`config.mk`:
```
export PLATFORM = sky130hd
export DESIGN_NAME = lump_loader
export DESIGN_NICKNAME = d
export VERILOG_FILES = /design/src/rtl/lump_pkg.sv /design/src/rtl/lump_ctrl.sv /design/src/rtl/lump_datapath.sv /design/src/rtl/lump_loader.sv
export SDC_FILE = /design/constraint.sdc
export NUM_CORES = 1
export LEC_CHECK = 0
export BUFFER_PORTS_ARGS = -buffer_cell sky130_fd_sc_hd__buf_2
export CORE_UTILIZATION = 45
export CTS_BUF_LIST = sky130_fd_sc_hd__clkbuf_4 sky130_fd_sc_hd__clkbuf_8 sky130_fd_sc_hd__clkbuf_16
export CTS_CLUSTER_DIAMETER = 60
export CTS_CLUSTER_SIZE = 10
export DETAILED_ROUTE_END_ITERATION = 10
export GPL_TIMING_DRIVEN = 0
export PLACE_DENSITY_LB_ADDON = 0.3
export SYNTH_ARGS = -nofsm -noshare
export SYNTH_HDL_FRONTEND = slang
export SYNTH_SLANG_ARGS = --single-unit
```
`constraint.sdc`:
```
create_clock -name clk -period 8.2 [get_ports clk]
set_input_delay 2.46 -clock clk [delete_from_list [all_inputs] [get_ports clk]]
set_output_delay 2.46 -clock clk [all_outputs]
set_load 0.1 [all_outputs]
```
`src/rtl/lump_pkg.sv`:
```
package lump_pkg;
  localparam int CapW    = 32;
  localparam int AddrW   = 32;
  localparam int SizeW   = 16;
  localparam int CountW  = 8;
  localparam int RegIdxW = 4;
  localparam int CodeW   = 3;
  localparam int TypeW   = 4;
  localparam int HdrKeepW = SizeW + CountW;

  typedef enum logic [3:0] {
    StIdle, StCheckCap, StGateGo, StGateWait, StFetch,
    StHeader, StCheckHdr, StWrCode, StWrClist, StDone, StFault
  } state_t;

  typedef struct packed {
    logic             capLoad;
    logic             baseLoad;
    logic             hdrLoad;
    logic             faultLoad;
    logic             faultFromGate;
    logic [CodeW-1:0] faultCode;
    logic             selClist;
  } strobe_t;

  localparam logic [CodeW-1:0] FcNone   = 3'd0;
  localparam logic [CodeW-1:0] FcType   = 3'd1;
  localparam logic [CodeW-1:0] FcPerm   = 3'd2;
  localparam logic [CodeW-1:0] FcHeader = 3'd3;

  localparam logic [1:0] KindExec  = 2'b01;
  localparam logic [1:0] KindClist = 2'b10;
endpackage

```
`src/rtl/lump_ctrl.sv`:
```
module lump_ctrl
  import lump_pkg::*;
#(
  parameter int CODE_REG  = 14,
  parameter int CLIST_REG = 6
) (
  input  logic               clk,
  input  logic               rstN,
  input  logic               startPulse,
  input  logic               gateDone,
  input  logic               gateFault,
  input  logic               gateBusy,
  input  logic               typeOk,
  input  logic               permOk,
  input  logic               hdrBad,
  output strobe_t            strb,
  output logic               gateStart,
  output logic               memRdEn,
  output logic               regWrEn,
  output logic [RegIdxW-1:0] regWrIdx,
  output logic [1:0]         regWrKind,
  output logic               loadDone,
  output logic               loadFault
);
  localparam logic [RegIdxW-1:0] CodeIdx  = RegIdxW'(CODE_REG);
  localparam logic [RegIdxW-1:0] ClistIdx = RegIdxW'(CLIST_REG);

  state_t state, stateNext;

  always_ff @(posedge clk) begin
    if (!rstN) state <= StIdle;
    else       state <= stateNext;
  end

  always_comb begin
    stateNext = state;
    strb      = '0;
    case (state)
      StIdle: if (startPulse) begin
        strb.capLoad = 1'b1;
        stateNext    = StCheckCap;
      end
      StCheckCap: begin
        if (!typeOk) begin
          strb.faultLoad = 1'b1;
          strb.faultCode = FcType;
          stateNext      = StFault;
        end else if (!permOk) begin
          strb.faultLoad = 1'b1;
          strb.faultCode = FcPerm;
          stateNext      = StFault;
        end else begin
          stateNext = StGateGo;
        end
      end
      StGateGo: stateNext = StGateWait;
      StGateWait: begin
        if (gateDone) begin
          strb.baseLoad = 1'b1;
          stateNext     = StFetch;
        end else if (gateFault) begin
          strb.faultLoad     = 1'b1;
          strb.faultFromGate = 1'b1;
          stateNext          = StFault;
        end
      end
      StFetch: if (!gateBusy) stateNext = StHeader;
      StHeader: begin
        strb.hdrLoad = 1'b1;
        stateNext    = StCheckHdr;
      end
      StCheckHdr: begin
        if (hdrBad) begin
          strb.faultLoad = 1'b1;
          strb.faultCode = FcHeader;
          stateNext      = StFault;
        end else begin
          stateNext = StWrCode;
        end
      end
      StWrCode: stateNext = StWrClist;
      StWrClist: begin
        strb.selClist = 1'b1;
        stateNext     = StDone;
      end
      StDone:  stateNext = StIdle;
      StFault: stateNext = StIdle;
      default: stateNext = StIdle;
    endcase
  end

  assign gateStart = (state == StGateGo);
  assign memRdEn   = (state == StFetch) && !gateBusy;
  assign regWrEn   = (state == StWrCode) || (state == StWrClist);
  assign regWrIdx  = (state == StWrClist) ? ClistIdx : CodeIdx;
  assign regWrKind = (state == StWrClist) ? KindClist :
                     (state == StWrCode)  ? KindExec  : 2'b00;
  assign loadDone  = (state == StDone);
  assign loadFault = (state == StFault);
endmodule

```
`src/rtl/lump_datapath.sv`:
```
module lump_datapath
  import lump_pkg::*;
#(
  parameter int INFORM_TYPE   = 5,
  parameter int EXEC_PERM_BIT = 27
) (
  input  logic             clk,
  input  logic             rstN,
  input  strobe_t          strb,
  input  logic [CapW-1:0]  capWord,
  input  logic [AddrW-1:0] entryBase,
  input  logic [1:0]       gateFaultType,
  input  logic [CapW-1:0]  memRdData,
  output logic             typeOk,
  output logic             permOk,
  output logic             hdrBad,
  output logic [CapW-1:0]  gateCap,
  output logic [AddrW-1:0] memAddr,
  output logic [AddrW-1:0] regWrBase,
  output logic [AddrW-1:0] regWrLimit,
  output logic [CodeW-1:0] faultCode
);
  localparam logic [TypeW-1:0] InformCode = TypeW'(INFORM_TYPE);

  logic [CapW-1:0]     capReg;
  logic [AddrW-1:0]    baseReg;
  logic [HdrKeepW-1:0] hdrReg;
  logic [CodeW-1:0]    faultReg;

  always_ff @(posedge clk) begin
    if (!rstN) begin
      capReg   <= '0;
      baseReg  <= '0;
      hdrReg   <= '0;
      faultReg <= FcNone;
    end else begin
      if (strb.capLoad) begin
        capReg   <= capWord;
        faultReg <= FcNone;
      end
      if (strb.baseLoad) baseReg <= entryBase;
      if (strb.hdrLoad)  hdrReg  <= memRdData[HdrKeepW-1:0];
      if (strb.faultLoad)
        faultReg <= strb.faultFromGate ? {1'b1, gateFaultType} : strb.faultCode;
    end
  end

  // upper header byte is not consumed by this block
  logic unusedHdrTop;
  assign unusedHdrTop = ^memRdData[CapW-1:HdrKeepW];

  logic [SizeW-1:0]  lumpSize;
  logic [CountW-1:0] clistCount;
  logic [SizeW-1:0]  codeWords;
  logic [SizeW:0]    countPlusTwo;

  assign lumpSize     = hdrReg[SizeW-1:0];
  assign clistCount   = hdrReg[HdrKeepW-1:SizeW];
  assign codeWords    = lumpSize - SizeW'(clistCount);
  assign countPlusTwo = (SizeW+1)'(clistCount) + (SizeW+1)'(2);

  assign typeOk = (capReg[CapW-1 -: TypeW] == InformCode);
  assign permOk = capReg[EXEC_PERM_BIT];
  assign hdrBad = (clistCount == '0) || (countPlusTwo > {1'b0, lumpSize});

  logic [AddrW-1:0] codeBase, codeLimit, clistBase, clistLimit;
  assign codeBase   = baseReg + AddrW'(4);
  assign codeLimit  = AddrW'(codeWords - SizeW'(2));
  assign clistBase  = baseReg + (AddrW'(codeWords) << 2);
  assign clistLimit = AddrW'(clistCount - CountW'(1));

  assign regWrBase  = strb.selClist ? clistBase  : codeBase;
  assign regWrLimit = strb.selClist ? clistLimit : codeLimit;
  assign gateCap    = capReg;
  assign memAddr    = baseReg;
  assign faultCode  = faultReg;
endmodule

```
`src/rtl/lump_loader.sv`:
```
module lump_loader
  import lump_pkg::*;
#(
  parameter int CODE_REG      = 14,
  parameter int CLIST_REG     = 6,
  parameter int INFORM_TYPE   = 5,
  parameter int EXEC_PERM_BIT = 27
) (
  input  logic               clk,
  input  logic               rstN,
  input  logic               startPulse,
  input  logic [CapW-1:0]    capWord,
  output logic               gateStart,
  output logic [CapW-1:0]    gateCap,
  input  logic               gateDone,
  input  logic               gateFault,
  input  logic [1:0]         gateFaultType,
  input  logic               gateBusy,
  input  logic [AddrW-1:0]   entryBase,
  output logic               memRdEn,
  output logic [AddrW-1:0]   memAddr,
  input  logic [CapW-1:0]    memRdData,
  output logic               regWrEn,
  output logic [RegIdxW-1:0] regWrIdx,
  output logic [1:0]         regWrKind,
  output logic [AddrW-1:0]   regWrBase,
  output logic [AddrW-1:0]   regWrLimit,
  output logic               loadDone,
  output logic               loadFault,
  output logic [CodeW-1:0]   faultCode
);
  strobe_t strb;
  logic    typeOk, permOk, hdrBad;

  lump_ctrl #(.CODE_REG(CODE_REG), .CLIST_REG(CLIST_REG)) u_ctrl (
    .clk(clk), .rstN(rstN), .startPulse(startPulse),
    .gateDone(gateDone), .gateFault(gateFault), .gateBusy(gateBusy),
    .typeOk(typeOk), .permOk(permOk), .hdrBad(hdrBad),
    .strb(strb), .gateStart(gateStart), .memRdEn(memRdEn),
    .regWrEn(regWrEn), .regWrIdx(regWrIdx), .regWrKind(regWrKind),
    .loadDone(loadDone), .loadFault(loadFault)
  );

  lump_datapath #(.INFORM_TYPE(INFORM_TYPE), .EXEC_PERM_BIT(EXEC_PERM_BIT)) u_dp (
    .clk(clk), .rstN(rstN), .strb(strb), .capWord(capWord),
    .entryBase(entryBase), .gateFaultType(gateFaultType), .memRdData(memRdData),
    .typeOk(typeOk), .permOk(permOk), .hdrBad(hdrBad),
    .gateCap(gateCap), .memAddr(memAddr),
    .regWrBase(regWrBase), .regWrLimit(regWrLimit), .faultCode(faultCode)
  );
endmodule

```
* After elaboration in Yosys (flattened, before gate mapping)
Cells that the tools add are included.
** Storage, ports and cells
- Word-level logic and storage cells :: 67
- Flip-flop bits (word level) :: 95
** Operators by class
- Reduce and logical (&&, ||, !) cells :: 8
- Equal/unequal tests :: 14
- Add/sub/neg operators :: 6
- Muxes and demuxes :: 33
- Order comparisons :: 1
** Operator list (number)
- 2-to-1 mux 32 bit :: 2
- case mux 4 bit (9 select lines) :: 1
- adder 32 x 18 -> 32 bit :: 1
- adder 32 x 3 -> 32 bit (second input constant) :: 1
- 2-to-1 mux 4 bit :: 8
- == test 4 x 3 -> 1 bit (second input constant) :: 5
- greater-than comparator 17 x 16 -> 1 bit :: 1
- subtractor 16 x 2 -> 17 bit (second input constant) :: 1
- subtractor 16 x 8 -> 16 bit :: 1
- == test 4 bit (second input constant) :: 3
- 2-to-1 mux 3 bit :: 4
- 2-to-1 mux 1 bit :: 11
- 2-to-1 mux 2 bit :: 5
- adder 8 x 2 -> 9 bit (second input constant) :: 1
- subtractor 8 x 1 -> 9 bit (second input constant) :: 1
- == test 4 x 2 -> 1 bit (second input constant) :: 2
- zero test 8 bit :: 1
- case mux 3 bit (2 select lines) :: 1
- == test 4 x 1 -> 1 bit (second input constant) :: 1
- zero test 4 bit :: 1
- inequality test 2 bit (second input constant) :: 2
- inequality test 3 bit (second input constant) :: 1
- case mux 1 bit (3 select lines) :: 1
- AND reduction 3 bit :: 1
- 4 further kinds :: 5

* Depth between registers and ports, before layout
Gate-level depths: netlist (run 1).
- Depth after elaboration :: 7
- Depth in mapped cells :: 18
- Gate-level depth less buffers :: 18

* Hierarchy
A second synthesis (run 1) with hierarchy kept.
** Second synthesis, totals
- Cells, all modules :: 757
- Area, all modules :: 6701.4 um^2
** Modules (own cells, without submodules)
- lump_datapath :: cells each 694, area each 6271.0 um^2, instances 1
- lump_ctrl :: cells each 63, area each 430.4 um^2, instances 1

* Least setup slack after synthesis (run 1)
OpenSTA, ideal clock, no wires.
- Path type :: reg2out
- Start point :: reg u_ctrl.state[2]
- End point :: out regWrBase[31]
- Data required time :: 5.740 ns
- Stages on the path, launching flop included :: 15
- Path slack :: 0.259 ns
- Arrival time :: 5.481 ns
- Cell sequence :: dfxtp_1 > clkbuf_1 > nand2b_1 > or3_1 > clkbuf_1 > clkbuf_1 > nor2_1 > ha_1 > and4_1 > and3_1 > o311ai_0 > nor3b_1 > o21ai_1 > nand4_1 > xnor2_1
** On the way
- Word-level cells in the longest chain between the ends :: 3
** RTL lines
- from (decl) :: RTL line lump_ctrl.sv:28 : state_t state, stateNext;
- from (signal assigned) :: RTL line lump_ctrl.sv:31 : if (!rstN) state <= StIdle;
- from (signal assigned) :: RTL line lump_ctrl.sv:32 : else state <= stateNext;
- == test 4 bit :: RTL line lump_ctrl.sv:38 : case (state)
- 2-to-1 mux 1 bit :: RTL line lump_ctrl.sv:38
- 2-to-1 mux 32 bit :: RTL line lump_datapath.sv:72 : assign regWrBase = strb.selClist ? clistBase : codeBase;
- to (decl) :: RTL line lump_loader.sv:26 : output logic [AddrW-1:0] regWrBase,
Every way passes these cells.

==> results of run 1 <==
logic make-up (layout without fill, tap and decap cells):
| family | Yosys count | count (layout) | synth area share, % |
|---|---|---|---|
| DFF | 95 | 95 | 29.8 |
| muxes | 4 | 4 | 0.627 |
| buffers and inverters | 93 | 342 | 6.90 |
| and+or+nand+nor | 355 | 355 | 25.1 |
| xor gates and xnor gates | 52 | 52 | 7.25 |
| AOI/OAI and AO/OA | 199 | 199 | 22.1 |
| other | 2 | 3 | 0.118 |
| adders and majority gates | 40 | 40 | 8.08 |
worst paths after layout:
kind	startpoint	to	cells after the start
setup / recovery	u_ctrl.state[2]	regWrBase[30]	19
hold / removal	u_dp.gateCap[1]	u_dp.gateCap[1]	2
setup reg to reg	u_dp.hdrReg[17]	u_dp.faultCode[1]	11
hold reg to reg	u_dp.gateCap[1]	u_dp.gateCap[1]	2
routing by layer:
metal	track usage (%)	vias up	routed length [um]
met4	8.49	2	312
met5	0	-	10
met2	44.3	245	8810
met3	5.97	24	1390
met1	32.2	2981	8290
li1	-	3330	-
cell usage in the layout (no fill, tap or decap), types with 7 or more instances in the layout:
cell       netlist  final
nand3_1         21     21
a21oi_1         25     25
inv_1           29     29
xor2_1          16     16
nand2_1        202    202
o21ai_0         12     12
nor2_1          52     52
dfxtp_1         95     95
ha_1            38     38
a21o_1          13     13
o21ai_1         13     13
nand2b_1         8      8
xnor2_1         35     35
nand4_1         10     10
a31oi_1          7      7
buf_2            1    234
a21boi_0        91     91
clkbuf_16        0      9
and3_1           9      9
clkbuf_1        39     39
buf_4           22     22
synth_stat cells (7+ instances only):
| library cell | count |
|---|---|
| o21ai_0 | 12 |
| nor2_1 | 52 |
| xnor2_1 | 35 |
| nand2_1 | 202 |
| o21ai_1 | 13 |
| buf_4 | 22 |
| a21o_1 | 13 |
| ha_1 | 38 |
| a21boi_0 | 91 |
| a21oi_1 | 25 |
| dfxtp_1 | 95 |
| xor2_1 | 16 |
| inv_1 | 29 |
| and3_1 | 9 |
| nand2b_1 | 8 |
| clkbuf_1 | 39 |
| a31oi_1 | 7 |
| nand4_1 | 10 |
| nand3_1 | 21 |
state kept, by name, indices dropped and copies added (netlist names):
register / count
u_dp.gateCap: 32
u_dp.memAddr: 32
u_dp.hdrReg: 24
u_ctrl.state: 4
u_dp.faultCode: 3
final cells by class:
type	count	area share, %
Sequential cell	95	23.5
Buffer	63	4.06
Tap cell	180	2.79
Clock buffer	9	2.79
Clock inverter	7	0.914
Inverter	30	1.39
Timing Repair Buffer	233	14.4
Multi-Input combinational cell	653	50.1
stage by stage:
step / cell area, um^2 / std cells / hold WS (ps)
3_5_place_dp: 7780 / 1254 / 454
3_3_place_gp: 7780 / 1254 / 447
4_1_cts: 8080 / 1270 / 464
5_1_grt: 8080 / 1270 / 489
2_1_floorplan: 6390 / 841 / 457
6_report: 8080 / 1270 / 466
worst min-delay path: cells and delay by family, from the launching register on:
kind / cells / cell delay, ps
AOI/OAI and AO/OA: 1 / 60
and+or+nand+nor: 1 / 50
DFF: 1 / 310
power by group through the flow:
stage	combinational, mW	clock (mW)	sequential, mW
after floorplan	1.68	0	0.776
after global placement	2.18	0	0.536
after detailed placement	2.19	0	0.538
after CTS	2.19	0.433	0.528
after global routing	2.28	0.451	0.533
final	2.19	0.430	0.528
==> summary.md, run 1 <==
| Metric | Value |
|---|---|
| Run status | `completed` |
| Via Count | `between 6,000 and 7,000` |
| Worst-path fanout max | `10` |
| TritonCTS clock tree | `yes` |
| First-pass GRT wire length | `29,900 um` |
| Vias per std cell | `between 5 and 6` |
| Root buf cell | `clkbuf_16` |
| CP Cell Sequence | `clkbuf_1, nand2b_1, or3_1, clkbuf_1, clkinv_1, clkbuf_1, nand2_1, ha_1, inv_1, fa_1, nor2b_1, o21ai_1, a21boi_1, o31ai_1, o211a_1, nor2_1, nand4_1, xnor2_1, buf_2` |
| Fin crit share | `a little over nine tenths` |
| RSZ-0062 raised after global routing | `no` |
| Number of diodes | `0` |
| PnR worst setup slack | `378 ps` |
| I/O Buffers | `233` |
| P&R area growth vs syn | `26.5%` |
| Buffer depth of the longest clock path | `2` |
| Final wirelength | `18,800 um` |
| Synth Cell Area | `6380 um^2` |
| Leak | `3.73 nW` |
| Pwr/cell area | `slightly below 400 nW/um^2` |
| Cell taking the most area after synthesis | `dfxtp_1` |
| Switching Share | `64.1%` |
| Hold Path Class | `register to register` |
| CTS Hold Bufs | `0` |
| Final setup viols | `0` |
| Seq/Total Area, Yosys | `29.8%` |
| Syn avg cell area | `7.60 um^2` |
| GRT Overall Usage | `26.0%` |
| Die footprint | `14,700 um^2` |
| Slew Viols, Final | `0` |
| Fin Clk Skew | `7.03 ps` |
| Critical Path Slowest Stage Cell | `buf_2` |
| Post-synth EDFFs | `0` |
| Worst Path Required | `5740 ps` |
| Clk slew on worst S/H paths | `about 70 ps` |
| Core area | `13,900 um^2` |
| Peak supply drop | `approximately 0.55 mV` |
| Share of layout cells above drive strength 1 | `roughly a quarter` |
| Synth cell types | `65` |
| I/O pin count | `246` |
| Combinational power share | `between 60% and 70%` |
| Fin nets | `1,229` |
| Final Hold Fails | `0` |
| WP buf/inv | `6` |
| Slew @ Worst Pin | `921 ps` |
| Largest net degree at the start of global routing | `17` |
| Worst skew pair latency | `360 ps` |
| Cells after Synth | `840` |
| Final min period | `7820 ps` |
| H-tree depth | `3` |
| Seq cells post-synth | `95` |
| Die H | `121 um` |
| DR DRC count | `0` |
| R2R Setup Slk | `5530 ps` |
| Internal power | `roughly 1.1 mW` |
| Critical path's top delay family | `buffers and inverters` |
| Post-synth top flop | `dfxtp_1` |
| Flop pwr share | `16.8%` |
| Rows | `43` |
| Final Power | `3.15 mW` |
| Post-route core utilization | `58.2%` |
| Sum Neg Setup Slack | `0 ps` |
| Drt pass-1 iters | `5` |
| FF/Latch Area | `1900 um^2` |
| Vias in the first global route | `6,109` |
| Chip Width | `roughly 120 um` |
| Clock power frac | `13.7%` |
| Critical path class | `register to output pin` |
| Post-DRT Antenna Nets | `0` |
| CP Launch Type | `register` |
| Fillers | `1,365` |
| Worst slew margin | `38.2%` |
| Initial antenna violation count | `1` |
| Cell mode on critical path | `clkbuf_1` |
| Total of max-cap violations | `0` |
| Syn. warnings | `0` |
| CP arrival | `5360 ps` |
| Gpl congestion | `0.857` |
| Setup WS pre-CTS | `roughly 830 ps` |
| CTS buffer count | `9` |
| Yosys top cell area share | `29.8%` |
| DR WL/cell | `around 15 um` |
| Switch Pwr | `2.02 mW` |
| Post-CTS setup buffers | `0` |
| Synth area leaders | `dfxtp_1 30%, nand2_1 12%, a21boi_0 11%` |
| Fmax achieved | `about 0.13 GHz` |
| Hpwl dp | `14,900 um` |
| Initial Utilization | `between 40% and 50%` |
| GRT Residual Overflow | `0` |
| CP peak stage delay | `between 400 and 500 ps` |
| Clock sinks | `95` |
| 1st-iter DRT viols | `404` |
| Crit end category | `output pin` |
| CTS resizes | `0` |
| Multi-input gate area | `4040 um^2` |
| Post-synth ARST share | `0%` |
(Power assumes the default switching activity.)
==> inputs of run 2 (changes only) <==
BUFFER_PORTS_ARGS = unset   (was -buffer_cell sky130_fd_sc_hd__buf_2)
DONT_BUFFER_PORTS = 1   (was unset)
==> summary.md, run 2 (synthesis gave the netlist of run 1 again) <==
| Metric | Value |
|---|---|
| Run status | `completed (unchanged)` |
| Fmax achieved | `0.127 GHz (was 0.128 GHz)` |
| Die footprint | `14,700 um^2 (unchanged)` |
| Drt pass-1 iters | `5 (unchanged)` |
| Cell mode on critical path | `ha_1 (was clkbuf_1)` |
| Worst-path fanout max | `9 (was 10)` |
| PnR worst setup slack | `322 ps (was 378 ps)` |
| Final min period | `7880 ps (was 7820 ps)` |
| DR WL/cell | `17.3 um (was 14.8 um)` |
| Root buf cell | `clkbuf_16 (unchanged)` |
| I/O pin count | `246 (unchanged)` |
| Crit end category | `output pin (unchanged)` |
| Final wirelength | `18,000 um (was 18,800 um)` |
| Initial antenna violation count | `0 (was 1)` |
| CP Cell Sequence | `ha_1, inv_1, fa_1, a21oi_1, o2111ai_2, a311oi_2, xnor2_1, nor2_1, ha_1, and4_1, and3_1, o311ai_0, nor3b_1, o21ai_4, nand3_1, xnor2_4 (was clkbuf_1, nand2b_1, or3_1, clkbuf_1, clkinv_1, clkbuf_1, nand2_1, ha_1, inv_1, fa_1, nor2b_1, o21ai_1, a21boi_1, o31ai_1, o211a_1, nor2_1, nand4_1, xnor2_1, buf_2)` |
| Vias per std cell | `5.46 (was 5.18)` |
| Number of diodes | `0 (unchanged)` |
| Die H | `121 um (unchanged)` |
| Final setup viols | `0 (unchanged)` |
| Worst skew pair latency | `350 ps (was 360 ps)` |
| Leak | `2.90 nW (was 3.73 nW)` |
| Share of layout cells above drive strength 1 | `13.7% (was 26.7%)` |
| Clk slew on worst S/H paths | `60 ps (was 70 ps)` |
| TritonCTS clock tree | `yes (unchanged)` |
| Post-DRT Antenna Nets | `0 (unchanged)` |
| DR DRC count | `0 (unchanged)` |
| Buffer depth of the longest clock path | `2 (unchanged)` |
| Slew @ Worst Pin | `1370 ps (was 921 ps)` |
| Gpl congestion | `0.872 (was 0.857)` |
| GRT Overall Usage | `24.5% (was 26.0%)` |
| Total of max-cap violations | `0 (unchanged)` |
| Most common cell after layout, fill and taps aside | `nand2_1 (was buf_2)` |
| CTS buffer count | `9 (unchanged)` |
| Fin Clk Skew | `4.79 ps (was 7.03 ps)` |
| CTS Hold Bufs | `0 (unchanged)` |
| GRT Residual Overflow | `0 (unchanged)` |
| Final Hold Fails | `0 (unchanged)` |
| I/O Buffers | `0 (was 233)` |
| Peak supply drop | `0.502 mV (was 0.547 mV)` |
| Setup WS pre-CTS | `-405 ps (was 829 ps)` |
| First-pass GRT wire length | `27,400 um (was 29,900 um)` |
| Clock sinks | `95 (unchanged)` |
| Initial Utilization | `46.0% (unchanged)` |
| Hold Path Class | `register to register (unchanged)` |
| Via Count | `5,680 (was 6,582)` |
| Worst slew margin | `7.15% (was 38.2%)` |
| CP peak stage delay | `750 ps (was 450 ps)` |
| Placement Cell Area | `6980 um^2 (was 7780 um^2)` |
| Worst Path Required | `5740 ps (about the same)` |
| Fin nets | `1,001 (was 1,229)` |
| Post-route core utilization | `53.6% (was 58.2%)` |
| Critical Path Slowest Stage Cell | `xnor2_4 (was buf_2)` |
| Largest net degree at the start of global routing | `17 (unchanged)` |
| H-tree depth | `3 (unchanged)` |
| Fin crit share | `96.1% (was 95.4%)` |
| Most frequent cells in the layout | `202 x nand2_1, 95 x dfxtp_1, 90 x a21boi_0, 46 x nor2_1, 38 x ha_1 (was 234 x buf_2, 202 x nand2_1, 95 x dfxtp_1, 91 x a21boi_0, 52 x nor2_1)` |
| Core area | `13,900 um^2 (unchanged)` |
| Hpwl dp | `14,200 um (was 14,900 um)` |
| CP Launch Type | `register (unchanged)` |
| Critical path class | `register to output pin (unchanged)` |
| P&R area growth vs syn | `16.5% (was 26.5%)` |
| Vias in the first global route | `5,221 (was 6,109)` |
| Final Power | `3.00 mW (was 3.15 mW)` |
| Chip Width | `121 um (unchanged)` |
| Slew Viols, Final | `0 (unchanged)` |
| Rows | `43 (unchanged)` |
| Final instance area | `7430 um^2 (was 8080 um^2)` |
| 1st-iter DRT viols | `349 (was 404)` |
| CP arrival | `5420 ps (was 5360 ps)` |
| Pwr/cell area | `404 nW/um^2 (was 390 nW/um^2)` |
## run 2: final timing paths
| path | start | end | slack [ps] | cells past startpoint |
|---|---|---|---|---|
| worst max-delay path | u_dp.hdrReg[16] | regWrBase[21] | 320 | 16 |
| worst min-delay path | u_dp.hdrReg[22] | u_dp.hdrReg[22] | 490 | 2 |
| worst max register to register | u_dp.hdrReg[17] | u_dp.faultCode[2] | 5500 | 11 |
| worst min register to register | u_dp.hdrReg[22] | u_dp.hdrReg[22] | 490 | 2 |
## run 2: layout make-up
type | count | area (um^2)
sequential | 95 | 1900
buffer | 62 | 325
multi-input combinational | 653 | 4490
fill | 1354 | 6450
tap | 180 | 225
clock buffer | 11 | 246
inverter | 30 | 114
timing repair buffer | 6 | 101
clock inverter | 4 | 32.5
## run 2: report_power, final
part | total (mW) | leakage, nW | switching, mW | internal, mW
Clock | 0.401 | 0.131 | 0.184 | 0.217
Sequential | 0.780 | 0.770 | 0.279 | 0.502
Combinational | 1.82 | 1.99 | 1.53 | 0.294
## run 2: routing by layer
| layer | wire length [um] | vias up | GRT usage (%) |
|---|---|---|---|
| met5 | 0 | - | 0 |
| met2 | 8510 | 215 | 40.8 |
| met4 | 348 | 0 | 8.49 |
| met1 | 7480 | 2579 | 29.2 |
| met3 | 1710 | 21 | 8.32 |
| li1 | - | 2865 | - |
## run 2: worst max-delay path, delay by kind of cell (launching register included)
family          cells  cell delay, ps
fa+ha+maj           3            1100
xor+xnor            2            1010
flops               1             410
simple gates        5            1140
buf+inv             1              60
compound gates      5            1330
## run 2: what timing repair did
| action | CTS | global route |
|---|---|---|
| buffers inserted | 0 | 2 |
| pin swaps | 1 | 5 |
| setup endpoints to repair | 17 | 15 |
| resized for setup | 15 | 4 |
## run 2: metrics by stage
step / hold slack, ps / cells / TNS, ps
detailed placement: 488 / 1025 / -2080
CTS: 496 / 1039 / 0
global route: 520 / 1041 / -4.33
floorplan: 457 / 841 / 0
global placement: 484 / 1021 / -5810
finish: 494 / 1041 / 0
==> inputs of run 3 (changes only) <==
CORE_UTILIZATION = 30   (was 45)
GPL_TIMING_DRIVEN = unset   (was 0)
==> summary.md, run 3 (synthesis gave the netlist of run 1 again) <==
| Metric | Value |
|---|---|
| First-pass GRT wire length | `28,700 um (was 27,400 um)` |
| Largest net degree at the start of global routing | `96 (was 17)` |
| Met2 Usage GRT | `28.8% (was 40.8%)` |
| Critical path class | `register to output pin (unchanged)` |
| Final wirelength | `18,800 um (was 18,000 um)` |
| Post-CTS setup buffers | `0 (unchanged)` |
| Via Count | `5,600 (was 5,680)` |
| Gpl congestion | `0.829 (was 0.872)` |
| H-tree depth | `3 (unchanged)` |
| Rows | `52 (was 43)` |
| Run status | `completed (unchanged)` |
| Fillers | `2,160 (was 1,354)` |
| Switch Pwr | `2.01 mW (was 1.99 mW)` |
| I/O pin count | `246 (unchanged)` |
| Final min period | `7520 ps (was 7880 ps)` |
| Fin nets | `978 (was 1,001)` |
| Fin Clk Skew | `9.91 ps (was 4.79 ps)` |
| Root buf cell | `clkbuf_16 (unchanged)` |
| Critical path's top delay family | `simple AND/OR/NAND/NOR gates (was compound AO/OA/AOI/OAI gates)` |
| Total of max-cap violations | `0 (unchanged)` |
| Critical Path Slowest Stage Cell | `ha_1 (was xnor2_4)` |
| P&R area growth vs syn | `19.4% (was 16.5%)` |
| Fin crit share | `91.8% (was 96.1%)` |
| Worst setup path endpoint | `regWrBase[30] (was regWrBase[21])` |
| TritonCTS clock tree | `yes (unchanged)` |
| GRT Residual Overflow | `0 (unchanged)` |
| CP arrival | `5060 ps (was 5420 ps)` |
| Internal power | `0.984 mW (was 1.01 mW)` |
| Worst skew pair latency | `360 ps (was 350 ps)` |
| Clock sinks | `95 (unchanged)` |
| Clk slew on worst S/H paths | `70 ps (was 60 ps)` |
| Die footprint | `21,900 um^2 (was 14,700 um^2)` |
| 1st-iter DRT viols | `284 (was 349)` |
| Worst Path Required | `5740 ps (about the same)` |
| Initial Utilization | `31.0% (was 46.0%)` |
| Die H | `148 um (was 121 um)` |
| M3 GR Usage | `6.36% (was 8.32%)` |
| Worst r2r src | `u_dp.hdrReg[18] (was u_dp.hdrReg[17])` |
| Cell mode on critical path | `nor2_1 (was ha_1)` |
| Leak | `3.00 nW (was 2.90 nW)` |
| Clock power frac | `15.6% (was 13.3%)` |
| R2R Setup Slk | `5470 ps (was 5500 ps)` |
| Share of layout cells above drive strength 1 | `15.9% (was 13.7%)` |
| RR Endpoint | `u_dp.faultCode[2] (unchanged)` |
| Initial antenna violation count | `1 (was 0)` |
| Combinational power share | `57.8% (was 60.6%)` |
| Slew Viols, Final | `0 (unchanged)` |
| Sum Neg Setup Slack | `0 ps (unchanged)` |
| Placement Cell Area | `7300 um^2 (was 6980 um^2)` |
| DR DRC count | `0 (unchanged)` |
| Chip Width | `148 um (was 121 um)` |
| Final instance area | `7620 um^2 (was 7430 um^2)` |
| Met1 Resource Use GR | `20.3% (was 29.2%)` |
| Slew @ Worst Pin | `1220 ps (was 1370 ps)` |
| Buffer depth of the longest clock path | `2 (unchanged)` |
| CP startpoint | `u_dp.hdrReg[16] (unchanged)` |
| CP peak stage delay | `440 ps (was 750 ps)` |
| Switching Share | `67.1% (was 66.2%)` |
| Reg2reg path depth | `11 (unchanged)` |
| Vias in the first global route | `5,288 (was 5,221)` |
| Crit path depth | `18 (was 16)` |
| I/O Buffers | `0 (unchanged)` |
| Vias per std cell | `5.05 (was 5.46)` |
| Worst-path fanout max | `6 (was 9)` |
| Worst slew margin | `18.9% (was 7.15%)` |
| CTS buffer count | `9 (unchanged)` |
| Core area | `20,600 um^2 (was 13,900 um^2)` |
| Most Crowded Layer GR | `met2 (unchanged)` |
| Drt pass-1 iters | `6 (was 5)` |
| CTS resizes | `0 (was 15)` |
| GRT Overall Usage | `17.0% (was 24.5%)` |
| CTS Hold Bufs | `0 (unchanged)` |
| WP buf/inv | `2 (was 1)` |
| Most common cell after layout, fill and taps aside | `nand2_1 (unchanged)` |
| Final Hold Fails | `0 (unchanged)` |
| Flop pwr share | `26.6% (was 26.0%)` |
| Final Power | `2.99 mW (was 3.00 mW)` |
| Most frequent cells in the layout | `202 x nand2_1, 93 x dfxtp_1, 90 x a21boi_0, 46 x nor2_1, 38 x ha_1 (was 202 x nand2_1, 95 x dfxtp_1, 90 x a21boi_0, 46 x nor2_1, 38 x ha_1)` |
| Crit end category | `output pin (unchanged)` |
| CP Launch Type | `register (unchanged)` |
| Pwr/cell area | `392 nW/um^2 (was 404 nW/um^2)` |
| DR WL/cell | `16.9 um (was 17.3 um)` |
| Fmax achieved | `0.133 GHz (was 0.127 GHz)` |
| Hpwl dp | `14,500 um (was 14,200 um)` |
| Post-DRT Antenna Nets | `0 (unchanged)` |
| Final setup viols | `0 (unchanged)` |
| Peak supply drop | `1.04 mV (was 0.502 mV)` |
| Hold Path Class | `register to register (unchanged)` |
| CP Cell Sequence | `ha_1, inv_1, fa_1, a21oi_1, o2111ai_2, a311oi_1, xnor2_1, nor2_1, ha_1, and4_1, nand2_1, nor2_1, a21oi_1, o211a_1, nor2_1, nand4_1, xnor2_2, buf_12 (was ha_1, inv_1, fa_1, a21oi_1, o2111ai_2, a311oi_2, xnor2_1, nor2_1, ha_1, and4_1, and3_1, o311ai_0, nor3b_1, o21ai_4, nand3_1, xnor2_4)` |
| RSZ-0062 raised after global routing | `no` |
| Hold Slack | `500 ps (was 494 ps)` |
-- run 3: cell count changes in the layout (fill, tap and decap cells not counted), sizes merged, moves of 2 or more --
cell	delta
clkbuf	-39
buf	+14
inv	+5
clkinv	-2
-- run 3: stage by stage --
stage	cells	util, %	worst slack (ps)
floorplan	841	-	259
global placement	1093	35.5	1050
detailed placement	1093	35.5	1040
CTS	1109	37.1	621
global route	1110	37.1	356
finish	1110	37.1	676
-- run 3: worst min path at each step --
stage | startpoint | to | depth (start not counted)
2_1_floorplan | u_dp.hdrReg[22] | u_dp.hdrReg[22] | 2
3_3_place_gp | u_dp.hdrReg[0] | u_dp.hdrReg[0] | 2
3_5_place_dp | u_dp.hdrReg[0] | u_dp.hdrReg[0] | 2
4_1_cts | u_dp.hdrReg[0] | u_dp.hdrReg[0] | 2
5_1_grt | u_dp.hdrReg[0] | u_dp.hdrReg[0] | 2
6_report | u_dp.hdrReg[0] | u_dp.hdrReg[0] | 2
-- run 3: tightest hold or removal path, stage by stage, from the launching register on --
cell      delay, ps
dfxtp_1         330
nand2_1          60
a21boi_0         70
-- run 3: area by class of cell --
| type | instances | area [um^2] | share of cell area (%) |
|---|---|---|---|
| multi-input combinational | 653 | 4330 | 56.9 |
| sequential | 95 | 1900 | 25.0 |
| clock inverter | 7 | 96.3 | 1.26 |
| clock buffer | 9 | 225 | 2.96 |
| antenna | 1 | 2.50 | 0.0328 |
| tap | 270 | 338 | 4.43 |
| inverter | 30 | 113 | 1.48 |
| timing repair buffer | 45 | 608 | 7.98 |
-- run 3: metal layers --
| layer | part of all wire, % | routed length, um | vias up |
|---|---|---|---|
| li1 | - | - | 2828 |
| met1 | 43 | 8050 | 2558 |
| met2 | 47 | 8790 | 202 |
| met3 | 9.5 | 1790 | 12 |
| met4 | 0.72 | 136 | 0 |
| met5 | 0 | 0 | - |
-- run 3: power by group through the flow --
stage	sequential [mW]	clock (mW)	combinational (mW)
5_1_grt	0.803	0.500	1.78
6_report	0.796	0.467	1.73
2_1_floorplan	0.776	0	1.68
4_1_cts	0.797	0.484	1.73
3_3_place_gp	0.807	0	1.72
3_5_place_dp	0.806	0	1.73
